===== src/rtl/circ_agu_pkg.sv =====
package circ_agu_pkg;
  typedef enum logic [1:0] {
    MOD_HOLD = 2'd0,
    MOD_INC  = 2'd1,
    MOD_DEC  = 2'd2,
    MOD_STEP = 2'd3
  } mod_e;

  typedef enum logic [1:0] {
    CFG_PTR  = 2'd0,
    CFG_BASE = 2'd1,
    CFG_LEN  = 2'd2,
    CFG_NONE = 2'd3
  } cfg_e;
endpackage


===== src/rtl/circ_agu_wrap.sv =====
module circ_agu_wrap import circ_agu_pkg::*; #(
  parameter int AW     = 9,
  parameter int STEP_W = 8
) (
  input  logic [AW-1:0]     cur,
  input  logic [AW-1:0]     base,
  input  logic [AW-1:0]     len,
  input  mod_e              mode,
  input  logic [STEP_W-1:0] step,
  output logic [AW-1:0]     nxt
);
  localparam int EW = AW + 2;

  logic signed [EW-1:0] delta, sum, lo, hi, fold;

  always_comb begin
    unique case (mode)
      MOD_INC:  delta = EW'(1);
      MOD_DEC:  delta = -EW'(1);
      MOD_STEP: delta = {{(EW-STEP_W){step[STEP_W-1]}}, step};
      default:  delta = '0;
    endcase
    sum = $signed({2'b00, cur}) + delta;
    lo  = $signed({2'b00, base});
    hi  = lo + $signed({2'b00, len});
    if (len == '0)     fold = sum;
    else if (sum >= hi) fold = sum - $signed({2'b00, len});
    else if (sum < lo)  fold = sum + $signed({2'b00, len});
    else                fold = sum;
    nxt = fold[AW-1:0];
  end
endmodule


===== src/rtl/circ_agu_rom.sv =====
module circ_agu_rom #(
  parameter int ROM_AW = 16
) (
  input  logic              clk,
  input  logic              rst,
  input  logic              rd_en,
  input  logic              load,
  input  logic [ROM_AW-1:0] load_val,
  output logic [ROM_AW-1:0] addr_q,
  output logic              vld_q,
  output logic [ROM_AW-1:0] ptr_q
);
  always_ff @(posedge clk) begin
    if (rst) begin
      ptr_q  <= '0;
      addr_q <= '0;
      vld_q  <= 1'b0;
    end else begin
      vld_q <= rd_en;
      if (rd_en) addr_q <= ptr_q;
      if (load)       ptr_q <= load_val;
      else if (rd_en) ptr_q <= ptr_q + ROM_AW'(1);
    end
  end
endmodule


===== src/rtl/circ_agu.sv =====
module circ_agu import circ_agu_pkg::*; #(
  parameter int NPTR   = 4,
  parameter int NLANE  = 2,
  parameter int RAM_AW = 9,
  parameter int STEP_W = 8,
  parameter int ROM_AW = 16,
  localparam int SEL_W = $clog2(NPTR)
) (
  input  logic                          clk,
  input  logic                          rst,
  input  logic [NLANE-1:0]              lane_en,
  input  logic [NLANE-1:0][SEL_W-1:0]   lane_sel,
  input  logic [NLANE-1:0][1:0]         lane_mod,
  input  logic [NLANE-1:0][STEP_W-1:0]  lane_step,
  input  logic [NLANE-1:0]              lane_wr,
  input  logic                          cfg_we,
  input  logic [SEL_W-1:0]              cfg_sel,
  input  logic [1:0]                    cfg_field,
  input  logic [RAM_AW-1:0]             cfg_data,
  input  logic                          rom_en,
  input  logic                          rom_load,
  input  logic [ROM_AW-1:0]             rom_load_val,
  output logic [NLANE-1:0][RAM_AW-1:0]  lane_addr,
  output logic [NLANE-1:0]              lane_we,
  output logic [NLANE-1:0]              lane_vld,
  output logic [ROM_AW-1:0]             rom_addr,
  output logic                          rom_vld
);
  logic [RAM_AW-1:0] ptr_q  [NPTR];
  logic [RAM_AW-1:0] base_q [NPTR];
  logic [RAM_AW-1:0] len_q  [NPTR];
  logic [NLANE-1:0][RAM_AW-1:0] lane_nxt;
  logic [ROM_AW-1:0] rom_ptr;

  // Per-lane next-value computation and registered outputs
  for (genvar l = 0; l < NLANE; l++) begin : g_lane
    circ_agu_wrap #(.AW(RAM_AW), .STEP_W(STEP_W)) u_wrap (
      .cur  (ptr_q[lane_sel[l]]),
      .base (base_q[lane_sel[l]]),
      .len  (len_q[lane_sel[l]]),
      .mode (mod_e'(lane_mod[l])),
      .step (lane_step[l]),
      .nxt  (lane_nxt[l])
    );

    always_ff @(posedge clk) begin
      if (rst) begin
        lane_addr[l] <= '0;
        lane_we[l]   <= 1'b0;
        lane_vld[l]  <= 1'b0;
      end else begin
        lane_vld[l] <= lane_en[l];
        if (lane_en[l]) begin
          lane_addr[l] <= ptr_q[lane_sel[l]];
          lane_we[l]   <= lane_wr[l];
        end
      end
    end
  end

  // Pointer register sets; the lowest-numbered lane wins on a shared pointer
  for (genvar p = 0; p < NPTR; p++) begin : g_ptr
    logic              hit;
    logic [RAM_AW-1:0] upd;
    logic              cfg_hit;

    always_comb begin
      hit = 1'b0;
      upd = ptr_q[p];
      for (int l = NLANE - 1; l >= 0; l--) begin
        if (lane_en[l] && lane_sel[l] == SEL_W'(p)) begin
          hit = 1'b1;
          upd = lane_nxt[l];
        end
      end
      cfg_hit = cfg_we && (cfg_sel == SEL_W'(p));
    end

    always_ff @(posedge clk) begin
      if (rst) begin
        ptr_q[p]  <= '0;
        base_q[p] <= '0;
        len_q[p]  <= '0;
      end else begin
        if (cfg_hit && cfg_field == CFG_PTR) ptr_q[p] <= cfg_data;
        else if (hit)                        ptr_q[p] <= upd;
        if (cfg_hit && cfg_field == CFG_BASE) base_q[p] <= cfg_data;
        if (cfg_hit && cfg_field == CFG_LEN)  len_q[p]  <= cfg_data;
      end
    end
  end

  circ_agu_rom #(.ROM_AW(ROM_AW)) u_rom (
    .clk      (clk),
    .rst      (rst),
    .rd_en    (rom_en),
    .load     (rom_load),
    .load_val (rom_load_val),
    .addr_q   (rom_addr),
    .vld_q    (rom_vld),
    .ptr_q    (rom_ptr)
  );
endmodule


===== config.mk =====
export PLATFORM = sky130hd
export DESIGN_NAME = circ_agu
export DESIGN_NICKNAME = d
export VERILOG_FILES = /design/src/rtl/circ_agu_pkg.sv /design/src/rtl/circ_agu_wrap.sv /design/src/rtl/circ_agu_rom.sv /design/src/rtl/circ_agu.sv
export SDC_FILE = /design/constraint.sdc
export NUM_CORES = 1
export LEC_CHECK = 0
export ABC_CLOCK_PERIOD_IN_PS = 8950
export BUFFER_PORTS_ARGS = -buffer_cell sky130_fd_sc_hd__buf_2
export CAP_MARGIN = 20
export CORE_MARGIN = 2
export CORE_UTILIZATION = 41
export CTS_CLUSTER_DIAMETER = 120
export DETAILED_ROUTE_END_ITERATION = 7
export GPL_TIMING_DRIVEN = 0
export SKIP_CTS_REPAIR_TIMING = 1
export SLEW_MARGIN = 10
export SYNTH_ARGS = -nofsm -noshare
export SYNTH_HDL_FRONTEND = slang
export SYNTH_SLANG_ARGS = --single-unit

===== constraint.sdc =====
create_clock -name clk -period 8.95 [get_ports clk]
set_input_delay 0.895 -clock clk [delete_from_list [all_inputs] [get_ports clk]]
set_output_delay 0.895 -clock clk [all_outputs]
set_load 0.05 [all_outputs]

# Yosys cells after proc, flatten, opt, wreduce, memory -nomap -nowiden
# Memories as Yosys holds them, arrays and structs flattened.
# Index checks and enable logic that the tools add are counted.
# classes
addsub	9
n_lt_le_gt_ge	4
n_eq_ne	21
n_mux	96
n_bitwise	16
n_reduce_logical	35
# ops
cell	count
$mux W9	30
$pmux W11 S3	2
$mux W1	62
$mux W16	2
$logic_and A1 B1 Y1	24
$add A10 B11 Y11	2
$eq A2 B2 Y1 const B	11
$ge A11 B11 Y1	2
$lt A11 B10 Y1	2
$add A9 B9 Y10	2
$add A9 B9 Y9	2
$logic_not A9 Y1	2
$sub A9 B9 Y9	2
$add A16 B1 Y16 const B	1
$or A1 B1 Y1	16
$eq A2 B1 Y1 const B	6
$logic_not A2 Y1	4
$ne A2 B2 Y1 const B	4
$reduce_and A2 Y1	4
$reduce_bool A2 Y1	1
# word_totals
ff_bits	55
ram_bits	108
input_bits	62
output_inout_bits	39
n_memories	3
# mem_list
memory	depth	word_bits	rd	rd_clocked_by_memory_dff	wr	line	source
base_q	4	9	2	0	4	circ_agu.sv:30	logic [RAM_AW-1:0] base_q [NPTR];
len_q	4	9	2	0	4	circ_agu.sv:31	logic [RAM_AW-1:0] len_q [NPTR];
ptr_q	4	9	2	0	4	circ_agu.sv:29	logic [RAM_AW-1:0] ptr_q [NPTR];

# Longest topological paths before layout
# depth
depth_word	10
ltp_mapped	23
ltp_nobuf	22

# Hierarchy
# Synthesis repeated with hierarchy kept, for this count alone.
# unflattened
cells_unflattened	1240
area_unflattened_um2	12939.9
# modules_own_cells
mod	n_inst	cells_each	area_each_um2	seq_area_each_um2
circ_agu	1	500	7000.5	3683.5
circ_agu_wrap (g_lane[0].u_wrap)	1	289	2222.1	0.0
circ_agu_wrap (g_lane[1].u_wrap)	1	283	2178.3	0.0
circ_agu_rom	1	168	1539.0	660.6

# Worst setup path after synthesis
# No wires, ideal clock.
# synth_timing
path_type	in2reg
startpoint	input port lane_sel[0] (netlist name)
endpoint	memory ptr_q[0][2], data pin
t_arrival_ns	5.923
path_slack_ns	2.766
cell_stages	21
path_buffers	3
path_cell_list	buf_4 buf_2 buf_1 mux4_2 ha_1 inv_1 fa_1 nor2b_2 o311ai_4 nand2_1 a21oi_1 xnor2_1 ha_1 o21ai_0 nand2b_1 a211oi_1 o221ai_2 and2_4 or4_4 o221a_4 a221o_1
# synth_lines
element	line	source
start: declaration	circ_agu.sv:12	input logic [NLANE-1:0][SEL_W-1:0] lane_sel,
end: declaration	circ_agu.sv:29	

==> flow_metrics.tcl <==
set metrics [dict create \
    run_status "complete, no violations" \
    worstPathCellList "buf_2, buf_4, buf_2, buf_1, mux4_2, ha_1, inv_1, fa_1, nor2b_2, o311ai_4, nand2_1, a21oi_1, xnor2_1, ha_1, clkbuf_1, a21oi_1, nor2_1, a21oi_1, xor2_1, nand2_1, o41ai_1, a2bb2oi_1, nor2_1, a221o_1" \
    synth_async_sr_flop_share_pct 0 \
    synth-main-ff-cell "sky130_fd_sc_hd__edfxtp_1" \
    firstDrtPassIters 5 \
    wire_length_of_the_first_global_routing_pass_um 56900 \
    finalSetupViolCount 0 \
    clock_tree_from_tritoncts "done" \
    vias 10300 \
    synth.net_count 1449 \
    critical_path.slowest_cell "sky130_fd_sc_hd__buf_1" \
    fin_crit_ps 7130 \
    numCtsBuffers 17 \
    timing.critical_path.from_type "input port" \
    max_freq_mhz 140 \
    slew_violations 0 \
    drt_iter0_drcs 801 \
    route.antenna.remaining_nets 0 \
    hold_start "u_rom.addr_q[10]" \
    number_of_cells_on_the_worst_hold_path 2 \
    maximum_fanout_along_the_worst_path 10 \
    finalWeightedCongestion 0.886 \
    period_share_pct 79.7 \
    ys.warnings.count 0 \
    rsz0062_at_grt "no" \
    total_power_mw 3.34 \
    crit_buf_inv 6 \
    power_density_nw_per_um2 234 \
    cell_depth_of_the_worst_setup_path 24 \
    crit-reg2reg-launch "ptr_q[3][0]" \
    maxCapViolations 0 \
    standard_cell_core_area_um2 30600 \
    busiest_layer "met2" \
    timing.clock.skew_ps 8.48 \
    timing.final.hold_violations 0 \
    total_routing_usage_reported_by_global_routing_pct 22.6 \
    hold_end "u_rom.addr_q[10]" \
    cts_max_level 4 \
    max-vdd-ir-drop_v 0.000142 \
    fp.dieH_um 180 \
    post_detailed_route_wirelength_per_cell_um 20.4 \
    clock_sink_count 163 \
    clkSlewWorstSetupHoldPaths_ps 70 \
    crit_end_category "flop" \
    globalRouteOverflowTotal 0 \
    antenna_found_initial 0 \
    synthToLayoutAreaGrowth_pct 12.1 \
    hpwlAfterDp_um 29200 \
    route.detailed.drc 0 \
    die-area_um2 32500 \
    synth.area.mux_share_pct 12.5 \
    io_pins 101 \
    floorplan.initialDensity_pct 41.6 \
    timing.setup.tns_ps 0 \
    vias_per_instance 5.70 \
    timing.critical_path.required_ps 9130 \
    endpoint_of_the_lowest_slack_register_to_register_path "ptr_q[2][8]" \
    post_synthesis_compound_gate_area_fraction_pct 15.8 \
    root_buffer "sky130_fd_sc_hd__clkbuf_16" \
    drive_gt1_share_pct 15.8 \
    cts.path.max_buffers 2 \
    synthAdderAreaFrac_pct 11.2 \
    grt_util_met1_pct 30.5 \
    nNetsFinal 1564 \
    grtUsageMet2_pct 36.9 \
    syn_avg_cell_area_um2 9.96 \
    critPathKind "input port to flop" \
    met3_usage_pct 4.65 \
    grt_max_degree 17 \
    postSynthCellCount 1278 \
    critPathTopFamily "compound AO/OA/AOI/OAI gates" \
    synth_enable_flop_cells 108 \
    cp.arrival_ps 7320 \
    hold_class "flop to flop" \
    cpPeakStageDelay_ps 720 \
    r2r_setup_slack_ps 3360 \
    clock_insertion_delay_worst_skew_ps 440 \
    timing_worst_slew_pin_value_ps 1020 \
    critical_path_s_most_frequent_cell "sky130_fd_sc_hd__a21oi_1" \
    syn_area_um2 12700 \
    slew-limit-headroom_pct 32.1 \
    register_to_register_path_depth 20 \
    yosysUniqueCellTypes 83 \
    power.leakage_nw 5.85 \
    drt-total-wl_um 36700 \
    port_buffers 95 \
    synth_simple_gate_area_share_pct 17.2 \
    synthXorXnorAreaFrac_pct 4.85 \
    core.rowCount 64 \
    synth_sequential_area_ratio_pct 34.1 \
    die_width_um 180 \
    grt_pass1_vias 9861 \
    worst_setup_path_startpoint "lane_sel[0]" \
    synth_top_family_by_area "simple AND/OR/NAND/NOR gates" \
    postSynthRegisterBits 163 \
]
registers in the layout, indices dropped and copies added (netlist names):
register and flops:
base_q 36, u_rom.addr_q 16, lane_addr 18, lane_we 2, u_rom.vld_q 1, lane_vld 2, len_q 36, u_rom.ptr_q 16
ptr_q 36
stage by stage:
| step | hold WS (ps) | cell area [um^2] | util (%) | worst slack (ps) | instances |
|---|---|---|---|---|---|
| 6_report | 487 | 14300 | 46.7 | 1820 | 1803 |
| 2_1_floorplan | 474 | 12700 | - | 2770 | 1278 |
| 3_5_place_dp | 476 | 13700 | 44.8 | 1380 | 1770 |
| 3_3_place_gp | 467 | 13700 | 44.8 | 1510 | 1769 |
| 5_1_grt | 508 | 14300 | 46.7 | 1450 | 1802 |
| 4_1_cts | 488 | 14300 | 46.7 | 1840 | 1802 |
synth_stat cells, drive strengths merged (42+ instances only):
library cell / instances / area [um^2]
clkbuf: 42 / 159
nor2: 129 / 484
o21ai: 44 / 220
mux4: 53 / 1190
ha: 101 / 1260
inv: 80 / 300
xnor2: 44 / 393
a21oi: 63 / 315
edfxtp: 108 / 3240
dfxtp: 55 / 1100
nand2: 75 / 282
and2: 89 / 559
layout by cell type (no fill, tap or decap), types with 7 or more instances in the layout:
cell                        netlist  routed
sky130_fd_sc_hd__a21oi_1         63      63
sky130_fd_sc_hd__a31oi_1         12      12
sky130_fd_sc_hd__o21a_1          17      17
sky130_fd_sc_hd__a211oi_1         7       7
sky130_fd_sc_hd__o21ai_0         42      41
sky130_fd_sc_hd__o41ai_1          7       7
sky130_fd_sc_hd__nand4_1          8       8
sky130_fd_sc_hd__buf_1           10      10
sky130_fd_sc_hd__mux4_2          53      53
sky130_fd_sc_hd__ha_1           101     101
sky130_fd_sc_hd__nand3_1         19      19
sky130_fd_sc_hd__dfxtp_1         55      55
sky130_fd_sc_hd__or3_1           10      10
sky130_fd_sc_hd__xor2_1          23      23
sky130_fd_sc_hd__o221ai_1        18      18
sky130_fd_sc_hd__buf_2            7     102
sky130_fd_sc_hd__clkbuf_1        41      42
sky130_fd_sc_hd__inv_1           80      80
sky130_fd_sc_hd__o221a_2          7       7
sky130_fd_sc_hd__edfxtp_1       108     108
sky130_fd_sc_hd__fa_1             8       8
sky130_fd_sc_hd__nand2b_1        19      19
sky130_fd_sc_hd__a21o_1          13      13
sky130_fd_sc_hd__nor2_1         129     129
sky130_fd_sc_hd__o211ai_1         8       8
sky130_fd_sc_hd__o21bai_1        20      20
sky130_fd_sc_hd__and2_1          88      88
sky130_fd_sc_hd__nand2_1         75      75
sky130_fd_sc_hd__xnor2_1         43      43
sky130_fd_sc_hd__and3_1          12      12
sky130_fd_sc_hd__clkbuf_16        0      19
sky130_fd_sc_hd__nor3_1          20      20
sky130_fd_sc_hd__mux2i_1         39      39
sky130_fd_sc_hd__a221o_1         12      12
sky130_fd_sc_hd__nor2b_1          9       9
how the worst max path moves through the flow:
stage	endpoint	slack (ps)
2_1_floorplan	ptr_q[0][2]	2770
3_3_place_gp	ptr_q[0][7]	1510
3_5_place_dp	ptr_q[2][8]	1380
4_1_cts	ptr_q[2][8]	1840
5_1_grt	ptr_q[2][8]	1450
6_report	ptr_q[2][8]	1820
power breakdown:
group | switching, mW | leakage (nW) | internal, mW
sequential | 0.0350 | 1.53 | 0.873
combinational | 1.06 | 4.04 | 0.676
clock | 0.306 | 0.284 | 0.395
worst register-to-register path, delay by kind of cell (launching register included):
kind                     cells  cell delay (ps)
AO/OA/AOI/OAI                7             2260
adder cells (fa/ha/maj)      3              840
XOR/XNOR                     2              600
multiplexers                 1              550
AND/OR/NAND/NOR              5              440
flip-flops                   1              380
buffers and inverters        2              270
kinds of logic (layout without fill, tap and decap cells):
family / count (synthesis) / after routing
other cells: 0 / 1
fa+ha+maj: 109 / 109
simple gates: 429 / 429
flops: 163 / 163
xor+xnor: 68 / 68
compound gates: 275 / 275
buf+inv: 141 / 269
mux: 93 / 93
metal layers:
metal | vias up | routed length [um]
li1 | 4972 | -
met4 | 0 | 792
met1 | 4925 | 16500
met5 | - | 0
met2 | 340 | 17100
met3 | 48 | 2310
cell type report:
type	count	area [um^2]
clock buffers	21	493
clock inverters	11	71.3
flip-flops and latches	163	4340
inverters	80	300
plain buffers	61	250
multi-input cells	974	7840
well taps	396	495
diodes	1	2.50
repair buffers	96	483
fillers	2894	16300
Power figures use the tool's default switching activity.
